## config.mk

```make
export PLATFORM = sky130hd
export DESIGN_NAME = srom_read_seq
export DESIGN_NICKNAME = d
export VERILOG_FILES = /design/src/rtl/srom_seq_pkg.sv /design/src/rtl/srom_cfg_reg.sv /design/src/rtl/srom_timing_dec.sv /design/src/rtl/srom_phase_fsm.sv /design/src/rtl/srom_read_seq.sv
export SDC_FILE = /design/constraint.sdc
export NUM_CORES = 1
export LEC_CHECK = 0
export BUFFER_PORTS_ARGS = -buffer_cell sky130_fd_sc_hd__buf_2
export CAP_MARGIN = 20
export CORE_MARGIN = 1.5
export CORE_UTILIZATION = 40
export CTS_BUF_LIST = sky130_fd_sc_hd__clkbuf_16
export CTS_CLUSTER_DIAMETER = 30
export DETAILED_ROUTE_END_ITERATION = 10
export GPL_TIMING_DRIVEN = 0
export PLACE_DENSITY_LB_ADDON = 0.15
export SLEW_MARGIN = 20
export SYNTH_ARGS = -nofsm -noshare
export SYNTH_HDL_FRONTEND = slang
export SYNTH_SLANG_ARGS = --single-unit
```

## constraint.sdc

```tcl
create_clock -name clk -period 4.6 [get_ports clk]
set_clock_uncertainty 0.1 [all_clocks]
set_input_delay 0.46 -clock clk [delete_from_list [all_inputs] [get_ports clk]]
set_output_delay 0.46 -clock clk [all_outputs]
set_load 0.005 [all_outputs]
```

## src/rtl/srom_seq_pkg.sv

```systemverilog
package srom_seq_pkg;

    localparam int CFG_W = 15;
    localparam int CNT_W = 5;
    localparam logic [CFG_W-1:0] CFG_RESET = 15'h0700;

    typedef enum logic [2:0] {
        PH_IDLE,
        PH_ASET,
        PH_CSET,
        PH_ACC,
        PH_PAGE,
        PH_OHLD,
        PH_AHLD
    } phase_e;

    // packed so that bit positions follow the register layout
    typedef struct packed {
        logic [1:0] aset;
        logic [1:0] cset;
        logic [2:0] acc;
        logic [1:0] ohld;
        logic [1:0] ahld;
        logic [1:0] page_t;
        logic [1:0] page_n;
    } bank_cfg_t;

    typedef struct packed {
        logic [CNT_W-1:0] aset;
        logic [CNT_W-1:0] cset;
        logic [CNT_W-1:0] acc;
        logic [CNT_W-1:0] ohld;
        logic [CNT_W-1:0] ahld;
        logic [CNT_W-1:0] page_t;
        logic [CNT_W-1:0] beats;
    } timing_t;

    function automatic logic [CNT_W-1:0] dec_edge(input logic [1:0] code);
        case (code)
            2'd0:    return 5'd0;
            2'd1:    return 5'd1;
            2'd2:    return 5'd2;
            default: return 5'd4;
        endcase
    endfunction

    function automatic logic [CNT_W-1:0] dec_acc(input logic [2:0] code);
        case (code)
            3'd0:    return 5'd1;
            3'd1:    return 5'd2;
            3'd2:    return 5'd3;
            3'd3:    return 5'd4;
            3'd4:    return 5'd6;
            3'd5:    return 5'd8;
            3'd6:    return 5'd10;
            default: return 5'd14;
        endcase
    endfunction

    function automatic logic [CNT_W-1:0] dec_page_t(input logic [1:0] code);
        case (code)
            2'd0:    return 5'd2;
            2'd1:    return 5'd3;
            2'd2:    return 5'd4;
            default: return 5'd6;
        endcase
    endfunction

    function automatic logic [CNT_W-1:0] dec_beats(input logic [1:0] code);
        case (code)
            2'd0:    return 5'd1;
            2'd1:    return 5'd4;
            2'd2:    return 5'd8;
            default: return 5'd16;
        endcase
    endfunction

endpackage

```

## src/rtl/srom_cfg_reg.sv

```systemverilog
module srom_cfg_reg
    import srom_seq_pkg::*;
(
    input  logic             clk,
    input  logic             rst_n,
    input  logic             we_i,
    input  logic [CFG_W-1:0] wdata_i,
    output logic [CFG_W-1:0] cfg_o
);

    logic [CFG_W-1:0] cfg_d, cfg_q;

    always_comb begin
        cfg_d = cfg_q;
        if (we_i) begin
            cfg_d = wdata_i;
        end
    end

    always_ff @(posedge clk or negedge rst_n) begin
        if (!rst_n) begin
            cfg_q <= CFG_RESET;
        end else begin
            cfg_q <= cfg_d;
        end
    end

    assign cfg_o = cfg_q;

endmodule

```

## src/rtl/srom_timing_dec.sv

```systemverilog
module srom_timing_dec
    import srom_seq_pkg::*;
(
    input  bank_cfg_t cfg_i,
    output timing_t   tim_o
);

    always_comb begin
        tim_o.aset   = dec_edge(cfg_i.aset);
        tim_o.cset   = dec_edge(cfg_i.cset);
        tim_o.acc    = dec_acc(cfg_i.acc);
        tim_o.ohld   = dec_edge(cfg_i.ohld);
        tim_o.ahld   = dec_edge(cfg_i.ahld);
        tim_o.page_t = dec_page_t(cfg_i.page_t);
        tim_o.beats  = dec_beats(cfg_i.page_n);
    end

endmodule

```

## src/rtl/srom_phase_fsm.sv

```systemverilog
module srom_phase_fsm
    import srom_seq_pkg::*;
#(
    parameter int AW = 20,
    parameter int DW = 16
) (
    input  logic          clk,
    input  logic          rst_n,
    input  logic          start_i,
    input  logic [AW-1:0] base_i,
    input  timing_t       tim_i,
    input  logic [DW-1:0] din_i,
    output phase_e        phase_o,
    output logic [AW-1:0] addr_o,
    output logic          ack_o,
    output logic [DW-1:0] rdata_o
);

    typedef struct packed {
        phase_e           phase;
        logic [CNT_W-1:0] cnt;
        logic [CNT_W-1:0] beat;
        logic [AW-1:0]    base;
        logic [AW-1:0]    addr;
        logic             ack;
        logic [DW-1:0]    rdata;
        timing_t          tim;
    } state_t;

    state_t s_d, s_q;
    logic [CNT_W-1:0] nxt_beat;

    assign nxt_beat = s_q.beat + 5'd1;

    always_comb begin
        s_d     = s_q;
        s_d.ack = 1'b0;
        if (s_q.phase == PH_IDLE) begin
            if (start_i) begin
                s_d.tim  = tim_i;
                s_d.base = base_i;
                s_d.addr = base_i;
                s_d.beat = '0;
                if (tim_i.aset != '0) begin
                    s_d.phase = PH_ASET;
                    s_d.cnt   = tim_i.aset;
                end else if (tim_i.cset != '0) begin
                    s_d.phase = PH_CSET;
                    s_d.cnt   = tim_i.cset;
                end else begin
                    s_d.phase = PH_ACC;
                    s_d.cnt   = tim_i.acc;
                end
            end
        end else if (s_q.cnt > 5'd1) begin
            s_d.cnt = s_q.cnt - 5'd1;
        end else begin
            case (s_q.phase)
                PH_ASET: begin
                    if (s_q.tim.cset != '0) begin
                        s_d.phase = PH_CSET;
                        s_d.cnt   = s_q.tim.cset;
                    end else begin
                        s_d.phase = PH_ACC;
                        s_d.cnt   = s_q.tim.acc;
                    end
                end
                PH_CSET: begin
                    s_d.phase = PH_ACC;
                    s_d.cnt   = s_q.tim.acc;
                end
                PH_ACC, PH_PAGE: begin
                    s_d.ack   = 1'b1;
                    s_d.rdata = din_i;
                    if (nxt_beat < s_q.tim.beats) begin
                        s_d.beat  = nxt_beat;
                        s_d.addr  = s_q.base + AW'(nxt_beat);
                        s_d.phase = PH_PAGE;
                        s_d.cnt   = s_q.tim.page_t;
                    end else if (s_q.tim.ohld != '0) begin
                        s_d.phase = PH_OHLD;
                        s_d.cnt   = s_q.tim.ohld;
                    end else if (s_q.tim.ahld != '0) begin
                        s_d.phase = PH_AHLD;
                        s_d.cnt   = s_q.tim.ahld;
                    end else begin
                        s_d.phase = PH_IDLE;
                        s_d.cnt   = '0;
                    end
                end
                PH_OHLD: begin
                    if (s_q.tim.ahld != '0) begin
                        s_d.phase = PH_AHLD;
                        s_d.cnt   = s_q.tim.ahld;
                    end else begin
                        s_d.phase = PH_IDLE;
                        s_d.cnt   = '0;
                    end
                end
                default: begin
                    s_d.phase = PH_IDLE;
                    s_d.cnt   = '0;
                end
            endcase
        end
    end

    always_ff @(posedge clk or negedge rst_n) begin
        if (!rst_n) begin
            s_q <= '0;
        end else begin
            s_q <= s_d;
        end
    end

    assign phase_o = s_q.phase;
    assign addr_o  = s_q.addr;
    assign ack_o   = s_q.ack;
    assign rdata_o = s_q.rdata;

endmodule

```

## src/rtl/srom_read_seq.sv

```systemverilog
module srom_read_seq
    import srom_seq_pkg::*;
#(
    parameter int AW = 20,
    parameter int DW = 16
) (
    input  logic             clk,
    input  logic             rst_n,
    input  logic             cfg_we_i,
    input  logic [CFG_W-1:0] cfg_wdata_i,
    output logic [CFG_W-1:0] cfg_rdata_o,
    input  logic [1:0]       strap_width_i,
    input  logic             strap_endian_i,
    output logic [1:0]       bus_width_o,
    output logic             big_endian_o,
    input  logic             req_valid_i,
    input  logic [AW-1:0]    req_addr_i,
    output logic             req_ready_o,
    output logic             req_ack_o,
    output logic [DW-1:0]    rd_data_o,
    output logic [AW-1:0]    mem_addr_o,
    output logic             mem_cs_n_o,
    output logic             mem_oe_n_o,
    input  logic [DW-1:0]    mem_data_i
);

    logic [CFG_W-1:0] cfg_word;
    bank_cfg_t        cfg_s;
    timing_t          tim_s;
    phase_e           phase_s;
    logic             start_s;

    srom_cfg_reg u_cfg (
        .clk     (clk),
        .rst_n   (rst_n),
        .we_i    (cfg_we_i),
        .wdata_i (cfg_wdata_i),
        .cfg_o   (cfg_word)
    );

    assign cfg_s = bank_cfg_t'(cfg_word);

    srom_timing_dec u_dec (
        .cfg_i (cfg_s),
        .tim_o (tim_s)
    );

    assign req_ready_o = (phase_s == PH_IDLE);
    assign start_s     = req_valid_i && req_ready_o;

    srom_phase_fsm #(
        .AW (AW),
        .DW (DW)
    ) u_fsm (
        .clk     (clk),
        .rst_n   (rst_n),
        .start_i (start_s),
        .base_i  (req_addr_i),
        .tim_i   (tim_s),
        .din_i   (mem_data_i),
        .phase_o (phase_s),
        .addr_o  (mem_addr_o),
        .ack_o   (req_ack_o),
        .rdata_o (rd_data_o)
    );

    always_comb begin
        mem_cs_n_o = 1'b1;
        mem_oe_n_o = 1'b1;
        case (phase_s)
            PH_CSET, PH_OHLD: mem_cs_n_o = 1'b0;
            PH_ACC, PH_PAGE: begin
                mem_cs_n_o = 1'b0;
                mem_oe_n_o = 1'b0;
            end
            default: ;
        endcase
    end

    assign cfg_rdata_o  = cfg_word;
    assign bus_width_o  = strap_width_i;
    assign big_endian_o = strap_endian_i;

endmodule

```

==> results of run 1 <==
[cell usage after synthesis, types with 12 or more instances]
cell / number
buf_4: 39
nor2_1: 15
o211ai_1: 16
inv_1: 19
o21ai_0: 34
nand2_1: 102
clkbuf_1: 19
xor2_1: 12
ha_1: 12
a21oi_1: 12
xnor2_1: 12
dfrtp_1: 102
nand3_1: 26
mux2_2: 28
[layout by cell type (no fill, tap or decap), drive strengths merged, types with 9 or more instances in the layout]
master,n
buf,159
nand2,103
dfrtp,102
o21ai,34
mux2,30
clkbuf,28
nand3,26
inv,21
o211ai,16
nor2,16
a21oi,13
xnor2,12
xor2,12
ha,12
and3,11
nor3,9
[kinds of logic (layout without fill, tap and decap cells)]
family | Yosys count | count (layout) | share of synthesized area [%]
XOR/XNOR | 24 | 24 | 3.783
adder cells (fa/ha/maj) | 13 | 13 | 3.062
multiplexers | 31 | 31 | 6.260
flip-flops | 105 | 105 | 47.35
AO/OA/AOI/OAI | 109 | 109 | 13.38
buffers and inverters | 86 | 215 | 8.647
AND/OR/NAND/NOR | 204 | 204 | 17.52
[worst register-to-register path, stage by stage (launching register included)]
cell and delay, ns:
dfrtp_1 0.44, ha_1 0.26, nand3_1 0.12, xnor2_1 0.33, ha_1 0.33, and3_1 0.20, a221oi_2 0.42, nand2_1 0.31
clkbuf_1 0.36, nand3_1 0.18, o211ai_1 0.11
[power groups by stage]
stage,combinational [mW],sequential [mW],clock (mW)
after global routing,2.22,1.64,0.745
after global placement,1.93,1.58,0
after detailed placement,1.97,1.60,0
final,1.97,1.58,0.682
after CTS,1.98,1.58,0.698
after floorplan,1.43,1.52,0
[registers in the layout (all words and copies together) (netlist names)]
name / cells
u_fsm.s_q: 50
u_fsm.addr_o: 20
u_fsm.rdata_o: 16
u_cfg.cfg_o: 15
u_fsm.phase_o: 3
u_fsm.ack_o: 1
[what timing repair did]
action                     CTS  global route
hold buffers                 1             0
hold endpoints to repair    50             0
setup endpoints to repair    0             0
resized for setup            0             0
[routing by layer]
metal	routed length [um]	part of all wire [%]	up-vias	track usage, %
met1	6288	47	2150	26.92
met5	0	0	-	0
li1	-	-	2222	-
met2	6247	46	137	31.11
met3	726	5.4	19	2.773
met4	254	1.9	0	7.794
[worst max path at each step]
stage	start	endpoint	slack, ns	cells past startpoint
floorplan	u_fsm.s_q[92]$_DFFE_PN0P_	u_fsm.s_q[98]$_DFFE_PN0P_	1.96	10
global placement	u_fsm.s_q[92]$_DFFE_PN0P_	u_fsm.addr_o[9]$_DFFE_PN0P_	1.40	10
detailed placement	u_fsm.s_q[92]$_DFFE_PN0P_	u_fsm.addr_o[17]$_DFFE_PN0P_	1.37	10
global route	u_fsm.s_q[92]$_DFFE_PN0P_	u_fsm.addr_o[19]$_DFFE_PN0P_	1.03	10
finish	u_fsm.s_q[92]$_DFFE_PN0P_	u_fsm.addr_o[17]$_DFFE_PN0P_	1.31	10
CTS	u_fsm.s_q[92]$_DFFE_PN0P_	u_fsm.addr_o[17]$_DFFE_PN0P_	1.33	10
[layout make-up]
class	count	area, sq um
buffer	66	404.1
fill	1266	6769
timing repair buffer	113	599.3
clock buffer	9	225.2
clock inverter	7	30.03
tap	176	220.2
sequential	105	2631
inverter	20	76.32
multi-input combinational	381	2445
[metrics by stage]
step / hold slack [ns] / power [mW] / worst slack [ns] / std cells / utilization [%]
after floorplan: 0.06441 / 2.948 / 1.964 / 572 / -
after global placement: 0.3667 / 3.512 / 1.396 / 859 / 47.25
after detailed placement: 0.3366 / 3.568 / 1.372 / 860 / 47.51
after CTS: 0.2167 / 4.259 / 1.329 / 877 / 49.49
after global routing: 0.2276 / 4.605 / 1.029 / 877 / 49.49
final: 0.2255 / 4.233 / 1.309 / 877 / 49.49
==> out/metrics.yaml, run 1 <==
drt:
  ant_nets: 0
  wl_um: 13520
  wl_per_cell_um: 15.41
  drc: 0
  via_per_inst: 5.163
  vias: 4528
  first_iter_violations: 279
  firstDrtPassIters: 4
pwr:
  p_sw_mw: 1.629
  vdd_drop_max_uv: 203.1
  comb_power_share_pct: 46.5
  clkPwrFrac_pct: 16.1
  power_frac_seq_pct: 37.4
  power.leakage_nw: 3.234
  switching_share_pct: 38.47
  internal_power_mw: 2.605
  power_density_mw_per_mm2: 638.4
global_routing:
  grt_max_degree: 56
  grt_first_pass_wirelength_um: 22380
  grtUsageTotal_pct: 19.53
  grt-ovfl-total: 0
  grt_pass1_vias: 4535
  antenna_found_initial: 0
synthesis:
  ys_types: 61
  synth_area_leader_cell: "dfrtp_1"
  synth_top_cell_area_share_pct: 45.94
  synthCells: 572
  netlist_area_sq_mm: 0.005557
  syn_nets: 643
  ys.warnings.count: 0
  ys_top_cells_by_area: "dfrtp_1 (46%), nand2_1 (6.9%), mux2_2 (5.7%)"
  synthFlopType: "dfrtp_1"
  synthArstFlopShare_pct: 100.0
  synth_edf_count: 0
  synth_seq_cells: 105
  postSynthAreaPerCell_sq_um: 9.714
  ys_seq_area_share_pct: 47.35
critical_path:
  critical_path.max_stage_delay_ns: 0.44
  worstSetupPathType: "register to register"
  critPathTopFamily: "simple AND/OR/NAND/NOR gates"
  crit_chain: "ha_1 > nand3_1 > xnor2_1 > ha_1 > and3_1 > a221oi_2 > nand2_1 > clkbuf_1 > nand3_1 > o211ai_1"
  ff2ff_setup_slack_ns: 1.31
  cp.required_ns: 4.70
  critical_path_arrival_ns: 3.39
  r2r_cells: 10
  path_max_fanout: 10
  startpoint_type: "register"
  rr_endpoint: "u_fsm.addr_o[17]$_DFFE_PN0P_"
  crit_buf_inv: 1
  r2r-start: "u_fsm.s_q[92]$_DFFE_PN0P_"
  end_kind: "register"
  worst_path_max_delay_cell: "dfrtp_1"
finish:
  final_nets: 767
  antennaDiodeCount: 0
  fin_area_sq_mm: 0.006631
  drive_gt1_share_pct: 29.96
  syn_to_final_growth_pct: 19.34
floorplan:
  die_area_sq_mm: 0.01461
  dieHeight_um: 120.9
  die_w_um: 120.9
  rows: 42
  coreArea_sq_mm: 0.01340
  ioPinCount: 116
  initial_core_util_pct: 41.47
clock_network:
  tritoncts: "done"
  clk-insertion-delay-late_ns: 0.35
  cts.sinks: 105
  cts_made_buffers: 9
  cts_root_buf: "clkbuf_16"
  cts_setup_buffers: 0
  htree_levels: 3
  path_clk_slew_ns: 0.07
  clock_path_buffers: 2
timing:
  finalCritPeriodShare_pct: 71.55
  slew_headroom_pct: 46.37
  fmaxAchievable_ghz: 0.3038
  worst_slew_pin_slew_ns: 0.8036
  final.min_clock_period_ns: 3.291
  hold_viol: 0
  finalSetupTns_ns: 0
  setup_violations: 0
  rsz0062_at_grt: "false"
  slew_viol_final: 0
place:
  hpwl_um: 9999
  portBuffers: 111
  dpl_cell_area_sq_mm: 0.006366
  routabilityCongestion: 0.8662
min_path:
  holdPathStages: 3
  hold_path_end: "u_fsm.s_q[88]$_DFFE_PN0P_"
  hold_class: "primary input to register"
  hp-start: "req_addr_i[16]"
job:
  maxCapViolations: 0
outcome:
  status: "finished clean"
(Power assumes the default switching activity.)
==> run 2: changes to the inputs <==
==> constraint.sdc (replaced) <==
create_clock -name clk -period 2.7 [get_ports clk]
set_clock_uncertainty 0.1 [all_clocks]
set_input_delay 0.27 -clock clk [delete_from_list [all_inputs] [get_ports clk]]
set_output_delay 0.27 -clock clk [all_outputs]
set_load 0.005 [all_outputs]
==> run 2 against run 1 <==
Effect of this change: first-iteration DRC count down 18%; maximum frequency up 26%; critical path depth up 1; combinational power up 100%; register-to-register slack worse by 1.2 ns; sequential share of layout area down 1.6 points; sequential cell count unchanged; critical endpoint is now u_fsm.s_q[98]$_DFFE_PN0P_.
==> out/metrics.yaml, run 2 (synthesis gave the netlist of run 1 again) <==
clock_network:
  cts_made_buffers: 9  # unchanged
  clk-insertion-delay-late_ns: 0.35  # about the same
  cts.sinks: 105  # unchanged
  path_clk_slew_ns: 0.07  # about the same
  cts_root_buf: "clkbuf_16"
  tritoncts: "done"
  clock_path_buffers: 2  # unchanged
  htree_levels: 3  # unchanged
global_routing:
  grtUsageTotal_pct: 19.83  # +0.30 points
  grt_max_degree: 56  # unchanged
  grt_first_pass_wirelength_um: 22740  # +1.6%
  antenna_found_initial: 0  # unchanged
  grt-ovfl-total: 0  # unchanged
  grt_pass1_vias: 4629  # +2.1%
floorplan:
  dieHeight_um: 120.9  # unchanged
  ioPinCount: 116  # unchanged
  die_w_um: 120.9  # unchanged
  rows: 42  # unchanged
  initial_core_util_pct: 41.47  # unchanged
  die_area_sq_mm: 0.01461  # unchanged
  coreArea_sq_mm: 0.01340  # unchanged
critical_path:
  r2r-start: "u_fsm.s_q[93]$_DFFE_PN0P_"
  worst_path_max_delay_cell: "dfrtp_1"
  startpoint: "u_fsm.s_q[93]$_DFFE_PN0P_"
  critical_path_arrival_ns: 2.78  # -0.61 ns
  worstSetupPathType: "register to register"
  end_kind: "register"
  critPathTopFamily: "compound AO/OA/AOI/OAI gates"
  path_max_fanout: 5  # -5
  crit_buf_inv: 2  # +1
  cp.required_ns: 2.85  # -1.85 ns
  ff2ff_setup_slack_ns: 0.08  # -1.23 ns
  critical_path.max_stage_delay_ns: 0.43  # about the same
  startpoint_type: "register"
  crit_chain: "ha_4 > nand3_4 > xnor2_4 > ha_4 > and3_4 > a221oi_4 > buf_6 > buf_6 > mux2i_2 > a221oi_2 > a311oi_1"
finish:
  final_nets: 781  # +1.8%
  num-fill-cells: 1245  # -1.7%
  syn_to_final_growth_pct: 24.43
  fin_area_sq_mm: 0.006914  # +4.3%
  final_common_cell: "buf_2"
  multi_input_area_sq_mm: 0.002599  # +6.3%
  drive_gt1_share_pct: 33.99  # +4.0 points
  antennaDiodeCount: 0  # unchanged
  regMostFlops: "u_fsm.s_q"
  fin_util_pct: 51.60  # +2.1 points
  ff_latch_area_sq_mm: 0.002631  # unchanged
  largest_reg_flops: 50  # unchanged
  layout.cells.non_filler: 891  # +1.6%
  layout_common_cells: "buf_2 (116), dfrtp_1 (102), nand2_1 (101)"
pwr:
  power.leakage_nw: 3.342  # +3.4%
  vdd_drop_max_uv: 362.6  # +79%
  p_total_mw: 7.864  # +86%
  power_density_mw_per_mm2: 1137  # +78%
min_path:
  hp-start: "req_addr_i[9]"
  hold_class: "primary input to register"
timing:
  fmaxAchievable_ghz: 0.3814  # +26%
  final.min_clock_period_ns: 2.622  # -0.6694 ns
  hold_viol: 0  # unchanged
  finalCritPeriodShare_pct: 97.11  # +26 points
  slew_viol_final: 0  # unchanged
  slew_headroom_pct: 58.25  # +12 points
  worst_slew_pin_slew_ns: 0.6263  # -0.1773 ns
  setup_violations: 0  # unchanged
  rsz0062_at_grt: "false"
  holdWs_ns: 0.03498  # -0.1905 ns
drt:
  via_per_inst: 5.195  # +0.62%
  firstDrtPassIters: 4  # unchanged
  first_iter_violations: 229  # -18%
  vias: 4629  # +2.2%
  drc: 0  # unchanged
  wl_um: 13880  # +2.7%
  wl_per_cell_um: 15.58  # +1.1%
  ant_nets: 0  # unchanged
place:
  place_inst: 860  # unchanged
  portBuffers: 111  # unchanged
  hpwl_um: 9999  # unchanged
  dpl_cell_area_sq_mm: 0.006366  # unchanged
  routabilityCongestion: 0.8662  # unchanged
outcome:
  status: "finished clean"
job:
  maxCapViolations: 0  # unchanged
-- run 2: changes by cell type in the layout (fill, tap and decap cells not counted), sizes merged --
| cell | before | now |
|---|---|---|
| buf | 159 | 173 |
-- run 2: worst paths after layout --
| check | end | cells after the start |
|---|---|---|
| worst min-delay path | u_fsm.s_q[81]$_DFFE_PN0P_ | 3 |
| worst max register to register | u_fsm.s_q[98]$_DFFE_PN0P_ | 11 |
| max in group asynchronous | u_cfg.cfg_o[8]$_DFFE_PN1P_ | 3 |
| worst max-delay path | u_fsm.s_q[98]$_DFFE_PN0P_ | 11 |
| min in group asynchronous | u_fsm.rdata_o[2]$_DFFE_PN0P_ | 2 |
| worst min register to register | u_fsm.s_q[23]$_DFFE_PN0P_ | 2 |
-- run 2: cell type report --
type / count / share of cell area (%)
timing repair buffer: 128 / 10.35
tap: 176 / 3.185
buffer: 65 / 6.026
clock inverter: 7 / 0.4343
clock buffer: 9 / 3.257
multi-input combinational: 381 / 37.59
inverter: 20 / 1.104
sequential: 105 / 38.06
-- run 2: where the power goes --
part | total [mW] | leakage (nW) | switching (mW) | internal, mW
clock | 1.16 | 0.136 | 0.554 | 0.607
combinational | 3.98 | 1.90 | 1.92 | 2.06
sequential | 2.72 | 1.30 | 0.513 | 2.21
-- run 2: through the flow --
step / setup slack, ns / setup TNS [ns]
final: 0.07807 / 0
after global routing: 0.002196 / 0
after CTS: 0.01204 / 0
after detailed placement: -0.5277 / -11.76
after global placement: -0.5036 / -10.63
after floorplan: 0.06442 / 0
-- run 2: what timing repair did --
action	CTS	global route
hold buffers	1	0
pin swaps	2	8
endpoints found under the hold margin	50	0
resized for setup	19	12
setup buffers	6	9
endpoints found under the setup margin	31	28
-- run 2: worst register-to-register path, cell delays in order (launching register included) --
cell and delay [ns]:
dfrtp_1 0.43, ha_4 0.20, nand3_4 0.10, xnor2_4 0.20
ha_4 0.25, and3_4 0.19, a221oi_4 0.22, buf_6 0.15
buf_6 0.12, mux2i_2 0.24, a221oi_2 0.09, a311oi_1 0.24
-- run 2: layer usage --
layer	vias up	GRT usage (%)	share of wire, %
li1	2252	-	-
met1	2224	27.24	47
met2	132	31.64	47
met3	21	2.820	4.6
met4	0	8.015	1.9
met5	-	0	0
==> run 3: changes to the inputs <==
--- a/config.mk
+++ b/config.mk
@@ -13,7 +13,7 @@
 export CTS_CLUSTER_DIAMETER = 30
 export DETAILED_ROUTE_END_ITERATION = 10
 export GPL_TIMING_DRIVEN = 0
-export PLACE_DENSITY_LB_ADDON = 0.15
+export PLACE_DENSITY_LB_ADDON = 0.2
 export SLEW_MARGIN = 20
 export SYNTH_ARGS = -nofsm -noshare
 export SYNTH_HDL_FRONTEND = slang
==> run 3 against run 2 <==
Effect of this change: critical path depth down 1; worst hold slack better by 0.0014 ns; cell area grew 0.33%; power increased by 3.4%; critical path type unchanged; largest cell class unchanged; largest power group unchanged.
==> out/metrics.yaml, run 3 (synthesis gave the netlist of run 1 again) <==
timing:
  worst_slew_pin_slew_ns: 0.6285  # +0.002276 ns
  finalCritPeriodShare_pct: 96.21  # -0.90 points
  setup_violations: 0  # unchanged
  hold_viol: 0  # unchanged
  fmaxAchievable_ghz: 0.3850  # +0.93%
  final.min_clock_period_ns: 2.598  # -0.02424 ns
  slew_headroom_pct: 58.10  # -0.15 points
  finalSetupTns_ns: 0  # unchanged
  slew_viol_final: 0  # unchanged
  rsz0062_at_grt: "true"
place:
  dpl_cell_area_sq_mm: 0.006366  # unchanged
  routabilityCongestion: 0.8519  # -1.7%
  portBuffers: 111  # unchanged
  hpwl_um: 9938  # -0.61%
critical_path:
  end_kind: "register"
  worstSetupPathType: "register to register"
  crit_chain: "ha_4 > xor2_1 > ha_1 > and3_4 > a221oi_4 > buf_4 > a21oi_4 > clkbuf_4 > nand2_1 > o211ai_1"
  crit_buf_inv: 2  # unchanged
  startpoint_type: "register"
  critical_path.max_stage_delay_ns: 0.45  # +0.02 ns
  cp.required_ns: 2.82  # -0.03 ns
  ff2ff_setup_slack_ns: 0.10  # +0.02 ns
  worst_path_max_delay_cell: "dfrtp_2"
  critPathTopFamily: "adder cells"
  critical_path_arrival_ns: 2.72  # -0.06 ns
  path_max_fanout: 10  # +5
finish:
  multi_input_area_sq_mm: 0.002564  # -1.3%
  num-fill-cells: 1251  # +0.48%
  final_nets: 773  # -1.0%
  largest_reg_flops: 50  # unchanged
  drive_gt1_share_pct: 33.52  # -0.46 points
  ff_latch_area_sq_mm: 0.002634  # about the same
  fin_area_sq_mm: 0.006937  # +0.33%
  layout_common_cells: "buf_2 (116), nand2_1 (101), dfrtp_1 (100)"
  final_common_cell: "buf_2"
  antennaDiodeCount: 0  # unchanged
  regMostFlops: "u_fsm.s_q"
  syn_to_final_growth_pct: 24.84
clock_network:
  htree_levels: 3  # unchanged
  cts_made_buffers: 9  # unchanged
  cts.sinks: 105  # unchanged
  path_clk_slew_ns: 0.07  # about the same
  tritoncts: "done"
  clock_path_buffers: 2  # unchanged
  cts_root_buf: "clkbuf_16"
  clk-insertion-delay-late_ns: 0.35  # about the same
drt:
  vias: 4591  # -0.82%
  drc: 0  # unchanged
  wl_per_cell_um: 15.59  # about the same
  wl_um: 13760  # -0.86%
  first_iter_violations: 245  # +7.0%
  ant_nets: 0  # unchanged
  via_per_inst: 5.199  # about the same
  firstDrtPassIters: 5  # +1
floorplan:
  initial_core_util_pct: 41.47  # unchanged
  die_w_um: 120.9  # unchanged
  ioPinCount: 116  # unchanged
  die_area_sq_mm: 0.01461  # unchanged
  coreArea_sq_mm: 0.01340  # unchanged
  rows: 42  # unchanged
  dieHeight_um: 120.9  # unchanged
global_routing:
  grt_max_degree: 58  # +3.6%
  grt_first_pass_wirelength_um: 22540  # -0.91%
  grtUsageTotal_pct: 19.70  # -0.14 points
  grt-ovfl-total: 0  # unchanged
  antenna_found_initial: 0  # unchanged
  grt_pass1_vias: 4444  # -4.0%
min_path:
  hold_class: "primary input to register"
pwr:
  vdd_drop_max_uv: 507.5  # +40%
  power.leakage_nw: 3.354  # +0.35%
  power_density_mw_per_mm2: 1172  # +3.1%
  p_total_mw: 8.133  # +3.4%
outcome:
  status: "finished clean"
job:
  maxCapViolations: 0  # unchanged
run 3: cell types whose count changed in the layout (fill, tap and decap cells not counted), moves of 2 or more:
cell       delta
dfrtp_1       -2
clkbuf_4      -2
buf_4         -6
bufinv_16     +4
clkinv_2      -3
clkinv_1      -2
dfrtp_2       +2
run 3: metrics by stage:
stage | hold slack [ns] | worst slack (ns) | instances | util [%]
5_1_grt | 0.03913 | -0.009171 | 883 | 51.76
2_1_floorplan | -0.1256 | 0.06442 | 572 | -
6_report | 0.03641 | 0.1023 | 883 | 51.76
3_3_place_gp | 0.3663 | -0.4718 | 859 | 47.25
3_5_place_dp | 0.1437 | -0.5345 | 860 | 47.51
4_1_cts | 0.02765 | 0.008355 | 884 | 51.60
run 3: power by group:
part	switching (mW)	total [mW]	internal, mW	leakage, nW
clock	0.582	1.58	0.995	0.182
combinational	1.87	3.83	1.96	1.87
sequential	0.521	2.73	2.21	1.30
total	2.97	8.13	5.16	3.35
run 3: worst paths after layout:
kind,start,end,depth (start not counted)
worst max-delay path,u_fsm.s_q[92]$_DFFE_PN0P_,u_fsm.addr_o[11]$_DFFE_PN0P_,10
worst min-delay path,req_addr_i[8],u_fsm.s_q[80]$_DFFE_PN0P_,3
worst max register to register,u_fsm.s_q[92]$_DFFE_PN0P_,u_fsm.addr_o[11]$_DFFE_PN0P_,10
worst min register to register,u_fsm.s_q[23]$_DFFE_PN0P_,u_fsm.s_q[23]$_DFFE_PN0P_,2
max in group asynchronous,rst_n,u_cfg.cfg_o[10]$_DFFE_PN1P_,3
min in group asynchronous,rst_n,u_fsm.rdata_o[6]$_DFFE_PN0P_,2
run 3: layout make-up:
| class | count | share of cell area [%] |
|---|---|---|
| clock inverter | 7 | 1.966 |
| buffer | 64 | 5.898 |
| clock buffer | 9 | 3.247 |
| multi-input combinational | 381 | 36.96 |
| sequential | 105 | 37.97 |
| inverter | 20 | 1.100 |
| timing repair buffer | 121 | 9.686 |
| tap | 176 | 3.175 |
run 3: routing by layer:
| layer | vias up | track usage (%) | wire (um) |
|---|---|---|---|
| met3 | 16 | 2.820 | 816 |
| met4 | 0 | 6.691 | 211 |
| met1 | 2191 | 27.66 | 6495 |
| li1 | 2234 | - | - |
| met2 | 150 | 31.32 | 6238 |
| met5 | - | 0 | 0 |
run 3: timing repair:
item,CTS,global route
hold buffers,1,0
setup endpoints to repair,31,30
gates resized for setup,19,13
pin swaps,6,7
buffers inserted,8,0
hold endpoints to repair,48,0
run 3: worst reg2reg max path, stage by stage, from the launching register on:
cell      delay [ns]
dfrtp_2         0.45
ha_4            0.19
xor2_1          0.26
ha_1            0.30
and3_4          0.18
a221oi_4        0.28
buf_4           0.18
a21oi_4         0.10
clkbuf_4        0.25
nand2_1         0.09
o211ai_1        0.09
